[src/rtl/bag_pkg.sv]
package bag_pkg;
  localparam int OFS_W = 2;

  typedef enum logic {
    ORD_LINEAR     = 1'b0,
    ORD_INTERLEAVE = 1'b1
  } order_e;

  function automatic logic [OFS_W-1:0] beat_next(input logic [OFS_W-1:0] b);
    return OFS_W'(b + 1'b1);
  endfunction

  function automatic logic [OFS_W-1:0] linear_ofs(input logic [OFS_W-1:0] s,
                                                  input logic [OFS_W-1:0] b);
    return OFS_W'(s + b);
  endfunction

  function automatic logic [OFS_W-1:0] interleave_ofs(input logic [OFS_W-1:0] s,
                                                      input logic [OFS_W-1:0] b);
    return s ^ b;
  endfunction
endpackage

[src/rtl/bag_seq_ctl.sv]
module bag_seq_ctl (
  input  logic clk_en,
  input  logic advance,
  output logic load_ev,
  output logic step_ev
);
  always_comb begin
    load_ev = clk_en & ~advance;
    step_ev = clk_en &  advance;
  end
endmodule

[src/rtl/bag_base_reg.sv]
module bag_base_reg #(
  parameter int AW = 20
) (
  input  logic          clk,
  input  logic          rst_n,
  input  logic          load_ev,
  input  logic [AW-1:0] ext_addr,
  output logic [AW-1:0] base_q
);
  always_ff @(posedge clk) begin
    if (!rst_n)       base_q <= '0;
    else if (load_ev) base_q <= ext_addr;
  end
endmodule

[src/rtl/bag_beat_ctr.sv]
module bag_beat_ctr
  import bag_pkg::*;
(
  input  logic             clk,
  input  logic             rst_n,
  input  logic             load_ev,
  input  logic             step_ev,
  output logic [OFS_W-1:0] beat_q
);
  always_ff @(posedge clk) begin
    if (!rst_n)       beat_q <= '0;
    else if (load_ev) beat_q <= '0;
    else if (step_ev) beat_q <= beat_next(beat_q);
  end
endmodule

[src/rtl/bag_offset_map.sv]
module bag_offset_map
  import bag_pkg::*;
(
  input  order_e           order,
  input  logic [OFS_W-1:0] start_ofs,
  input  logic [OFS_W-1:0] beat_q,
  output logic [OFS_W-1:0] ofs
);
  always_comb begin
    unique case (order)
      ORD_LINEAR:     ofs = linear_ofs(start_ofs, beat_q);
      ORD_INTERLEAVE: ofs = interleave_ofs(start_ofs, beat_q);
      default:        ofs = start_ofs;
    endcase
  end
endmodule

[src/rtl/burst_addr_gen.sv]
module burst_addr_gen
  import bag_pkg::*;
#(
  parameter int AW = 20
) (
  input  logic          clk,
  input  logic          rst_n,
  input  logic          clk_en,
  input  logic          advance,
  input  logic          order_sel,
  input  logic [AW-1:0] ext_addr,
  output logic [AW-1:0] cur_addr,
  output logic [1:0]    beat
);
  localparam int HI_W = AW - OFS_W;

  logic             load_ev;
  logic             step_ev;
  logic [AW-1:0]    base_q;
  logic [OFS_W-1:0] beat_q;
  logic [OFS_W-1:0] ofs;
  order_e           order;

  assign order = order_e'(order_sel);

  bag_seq_ctl u_ctl (
    .clk_en (clk_en),
    .advance(advance),
    .load_ev(load_ev),
    .step_ev(step_ev)
  );

  bag_base_reg #(.AW(AW)) u_base (
    .clk     (clk),
    .rst_n   (rst_n),
    .load_ev (load_ev),
    .ext_addr(ext_addr),
    .base_q  (base_q)
  );

  bag_beat_ctr u_beat (
    .clk    (clk),
    .rst_n  (rst_n),
    .load_ev(load_ev),
    .step_ev(step_ev),
    .beat_q (beat_q)
  );

  bag_offset_map u_map (
    .order    (order),
    .start_ofs(base_q[OFS_W-1:0]),
    .beat_q   (beat_q),
    .ofs      (ofs)
  );

  assign cur_addr = {base_q[AW-1:AW-HI_W], ofs};
  assign beat     = beat_q;
endmodule

[config.mk]
export PLATFORM = sky130hd
export DESIGN_NAME = burst_addr_gen
export DESIGN_NICKNAME = d
export VERILOG_FILES = /design/src/rtl/bag_pkg.sv /design/src/rtl/bag_seq_ctl.sv /design/src/rtl/bag_base_reg.sv /design/src/rtl/bag_beat_ctr.sv /design/src/rtl/bag_offset_map.sv /design/src/rtl/burst_addr_gen.sv
export SDC_FILE = /design/constraint.sdc
export NUM_CORES = 1
export LEC_CHECK = 0
export BUFFER_PORTS_ARGS = -buffer_cell sky130_fd_sc_hd__clkbuf_2
export CELL_PAD_IN_SITES_DETAIL_PLACEMENT = 0
export CELL_PAD_IN_SITES_GLOBAL_PLACEMENT = 2
export CORE_ASPECT_RATIO = 0.75
export CORE_MARGIN = 2
export CORE_UTILIZATION = 27
export CTS_CLUSTER_SIZE = 12
export DETAILED_ROUTE_END_ITERATION = 8
export HOLD_SLACK_MARGIN = 0.02
export PLACE_DENSITY = 0.9
export SLEW_MARGIN = 5
export SYNTH_ARGS = -nofsm -noshare
export SYNTH_HDL_FRONTEND = slang
export SYNTH_HIERARCHICAL = 1
export SYNTH_SLANG_ARGS = --single-unit
[constraint.sdc]
create_clock -name clk -period 1.22 [get_ports clk]
set_input_delay 0.122 -clock clk [delete_from_list [all_inputs] [get_ports clk]]
set_output_delay 0.122 -clock clk [all_outputs]
set_load 0.05 [all_outputs]
Yosys cells after proc, flatten, opt, wreduce, memory -nomap -nowiden
Cells that the tools add are included.

Register bits after elaboration: 22.

Add/sub/neg operators: 2. Bitwise gates (word level): 6. Multiplexer cells: 1. Reduce and logical (&&, ||, !) cells: 1.

Operator list (number): $pmux 2 s2 (1); $not 1->1 (3); $add 2x1->2 const B (1); $add 2x2->2 (1); $and 1x1->1 (2); $reduce_or 2->1 (1); $xor 2x2->2 (1).

Depth between registers and ports, before layout
Depth after elaboration: 3. Depth in mapped cells: 4. Gate-level depth less buffers: 3.

Modules after synthesis
Netlist, hierarchy kept.

Modules (own cells, without submodules): bag_base_reg (seq. area each 400.4 um2, area an instance 755.7 um2, cells an instance 64, times used 1); bag_beat_ctr (seq. area each 40.0 um2, area an instance 85.1 um2, cells an instance 8, times used 1); bag_offset_map (seq. area each 0.0 um2, area an instance 36.3 um2, cells an instance 4, times used 1); bag_seq_ctl (seq. area each 0.0 um2, area an instance 16.3 um2, cells an instance 2, times used 1).

Least setup slack after synthesis
Ideal clock, no wire load.

Path type: register to output. Start: reg u_beat.beat_q[0]. End: out cur_addr[1]. Stages on the path, launching flop included: 4. Data required time: 1098 ps. Path slack: -626 ps. Path buffers: 0. Arrival time: 1724 ps. Cell sequence: dfxtp_1 -> ha_1 -> nor2b_1 -> xnor2_1.

Cells in the longest elaborated chain, start to end: 2.

Ends and longest elaborated chain: from (decl) (line bag_beat_ctr.sv:8) `output logic [OFS_W-1:0] beat_q`; from (signal assigned) (line bag_beat_ctr.sv:13) `else if (step_ev) beat_q <= beat_next(beat_q);`; $add 2x2->2 (line bag_pkg.sv:15) `return OFS_W'(s + b);`; $pmux 2 s2 (line bag_offset_map.sv:10) `unique case (order)`; to (decl) (line burst_addr_gen.sv:12) `output logic [AW-1:0] cur_addr,`.

No other way between the ends.

Final worst setup path
Start: reg u_base.base_q[0]. End: out cur_addr[1].

Cells in the longest elaborated chain, start to end: 2.

Ends and longest elaborated chain: from (decl) (line bag_base_reg.sv:8) `output logic [AW-1:0] base_q`; from (signal assigned) (line bag_base_reg.sv:12) `else if (load_ev) base_q <= ext_addr;`; $add 2x2->2 (line bag_pkg.sv:15); $pmux 2 s2 (line bag_offset_map.sv:10).

No other way between the ends.

==> impl_metrics.yaml <==
drt:
  vias: 698
  drt_iter0_drc: 4
  ant_nets: 0
  viasPerCell: 4.18
  drcViolationCount: 0
  wirelength_um: 1830
  wire_per_inst_um: 11.0
  first_pass_iters: 3
placed_design:
  hpwlAfterDp_um: 1420
  gp_congestion: 0.625
  port_buffers: 46
sta:
  final_max_slew_viol_count: 0
  fmax_ghz: 0.754
  layout_setup_ws_ps: -107
  rsz0062_at_grt: "yes"
  finalCritPeriodShare_pct: 109
  skew_ps: 0.315
  setup_tns_ps: -107
  tightest_slew_ps: 314
  setup_violations: 1
  slew_headroom_pct: 79.1
  final-hold-violation-count: 0
  post-route-min-period_ps: 1330
clock_network:
  path_clk_slew_ps: 80
  cts_hold_buf: 0
  cts_max_path_buffers: 2
  cts_tree: "yes"
  clk_latency_ps: 260
  numCtsBuffers: 3
  cts_root_buf: "clkbuf_8"
  cts_max_level: 1
  clock_sinks: 22
yosys:
  synth_most_common_cell: "dfxtp_1"
  synth_nets: 104
  synth_ff_type: "dfxtp_1"
  ys_ff_latch: 22
  synthDominantCellAreaShare_pct: 49.3
  yosys-top-cells-area: "dfxtp_1, mux2i_1, nor2b_1"
  synth_area_um2: 893
  synth.distinct_cells: 14
  syn_area_per_cell_um2: 11.5
  synthCells: 78
  yosysSeqAreaShare_pct: 49.3
  yosys_warnings: 6
  async_flop_share_pct: 0
  synth_common_cells: "dfxtp_1, nor2b_1, mux2i_1"
  synth_area_leader_cell: "dfxtp_1"
  synth_enable_flop_cells: 0
final_layout:
  layout.nets: 154
  multiInputGateArea_um2: 469
  regArea_um2: 447
  fill_cells: 331
  antennaDiodeCount: 0
  drive_gt1_share_pct: 48.8
  post-route-util_pct: 40.0
  area_growth_pct: 44.3
die:
  chipHeight_um: 53.8
  core_um2: 3220
  fp.dieW_um: 70.4
  start_util_pct: 27.7
  dieArea_um2: 3790
  fp-row-count: 18
  io_pins: 47
global_routing:
  track_usage_pct: 10.3
  grt_pass1_wl_um: 3070
  grt_antenna_before_repair: 0
  grt_pass1_vias: 726
  grt_max_degree: 22
  grt_remaining_overflow: 0
setup_path:
  cp.arrival_ps: 1200
  startpoint_type: "register"
  crit_type: "register to output pin"
  endpoint_kind: "output pin"
  path_max_fanout: 2
  required_ps: 1100
run_status:
  outcome: "finished, violations left"
  violations: "setup timing"
power:
  powerDensity_nw_per_um2: 1220
  peakVddDrop_mv: 0.567
  p_leak_nw: 0.570
hold_path:
  hold_path_class: "primary input to register"
job:
  drv_cap: 0
==> placed cells by master (no fill, tap or decap) <==
cell | synthesis | final
xnor2_4 | 0 | 1
dfxtp_2 | 0 | 2
xnor2_2 | 0 | 1
mux2i_1 | 20 | 20
ha_4 | 0 | 1
clkbuf_2 | 0 | 44
nor2_1 | 1 | 1
a21bo_1 | 1 | 1
xnor2_1 | 3 | 1
nand3b_1 | 1 | 1
clkbuf_1 | 2 | 1
buf_4 | 0 | 3
nor2b_1 | 21 | 20
nor2b_4 | 0 | 1
dfxtp_4 | 0 | 1
buf_12 | 0 | 1
buf_8 | 0 | 1
dfxtp_1 | 22 | 19
nand2b_1 | 1 | 1
clkbuf_8 | 0 | 3
and2b_2 | 1 | 1
and2_2 | 1 | 1
a21oi_2 | 1 | 1
==> layout make-up <==
type                       count  share of cell area [%]
clock buffer                   4                    3.50
multi-input combinational     52                    36.4
sequential                    22                    34.7
tap                           40                    3.88
timing repair buffer          49                    21.6
==> cell families (layout without fill, tap and decap cells) <==
kind of cell,count (synthesis),after routing,synth area share (%)
AOI/OAI and AO/OA,2,2,2.10
xor gates and xnor gates,3,3,2.94
adders and majority gates,1,1,1.40
buffers and inverters,4,53,3.36
DFF,22,22,49.3
muxes,20,20,22.4
and+or+nand+nor,26,26,18.5
==> critical path, stage by stage, from the launching register on <==
cell and delay (ps):
dfxtp_2 360, ha_4 120, nor2b_4 170, xnor2_4 130, buf_8 160
==> report_power, final <==
group	switching, mW	internal (mW)
registers	0.0201	0.752
logic	0.214	0.132
clock network	0.223	0.232
total	0.457	1.12
==> final timing paths <==
kind	slack, ps	startpoint	to	cells past startpoint
min	120	ext_addr[16]	u_base/base_q[16]	3
min reg2reg	530	u_base/base_q[13]	u_base/base_q[13]	2
max reg2reg	350	u_beat/beat_q[0]	u_beat/beat_q[1]	3
max	-110	u_base/base_q[0]	cur_addr[1]	4
==> per-layer routing <==
metal  global-route usage, %  vias up  routed length [um]
met5                       0        -                   0
met4                    1.92        0                  15
met3                    3.56        2                 106
met2                    18.6       19                 913
met1                    12.3      325                 795
li1                        -      352                   -
==> per-stage QoR <==
step | hold slack [ps] | cell area [um2] | worst slack [ps] | total power [mW] | std cells
4_1_cts | 116 | 1280 | -142 | 1.60 | 167
5_1_grt | 123 | 1290 | -166 | 1.66 | 167
6_report | 122 | 1290 | -107 | 1.57 | 167
2_1_floorplan | 278 | 925 | 4.29 | 1.03 | 78
3_3_place_gp | 381 | 1210 | 44.1 | 1.12 | 163
3_5_place_dp | 391 | 1210 | 22.8 | 1.13 | 163
==> repair_timing <==
| action | in CTS | in global routing |
|---|---|---|
| setup buffers | 0 | 0 |
| gates resized for setup | 6 | 3 |
| pin swaps | 2 | 1 |
| setup endpoints to repair | 2 | 2 |
==> sequential cells by signal (all words and copies together), names as in the netlist <==
name           count
u_beat/beat_q      2
u_base/base_q     20
(Power assumes the default switching activity.)
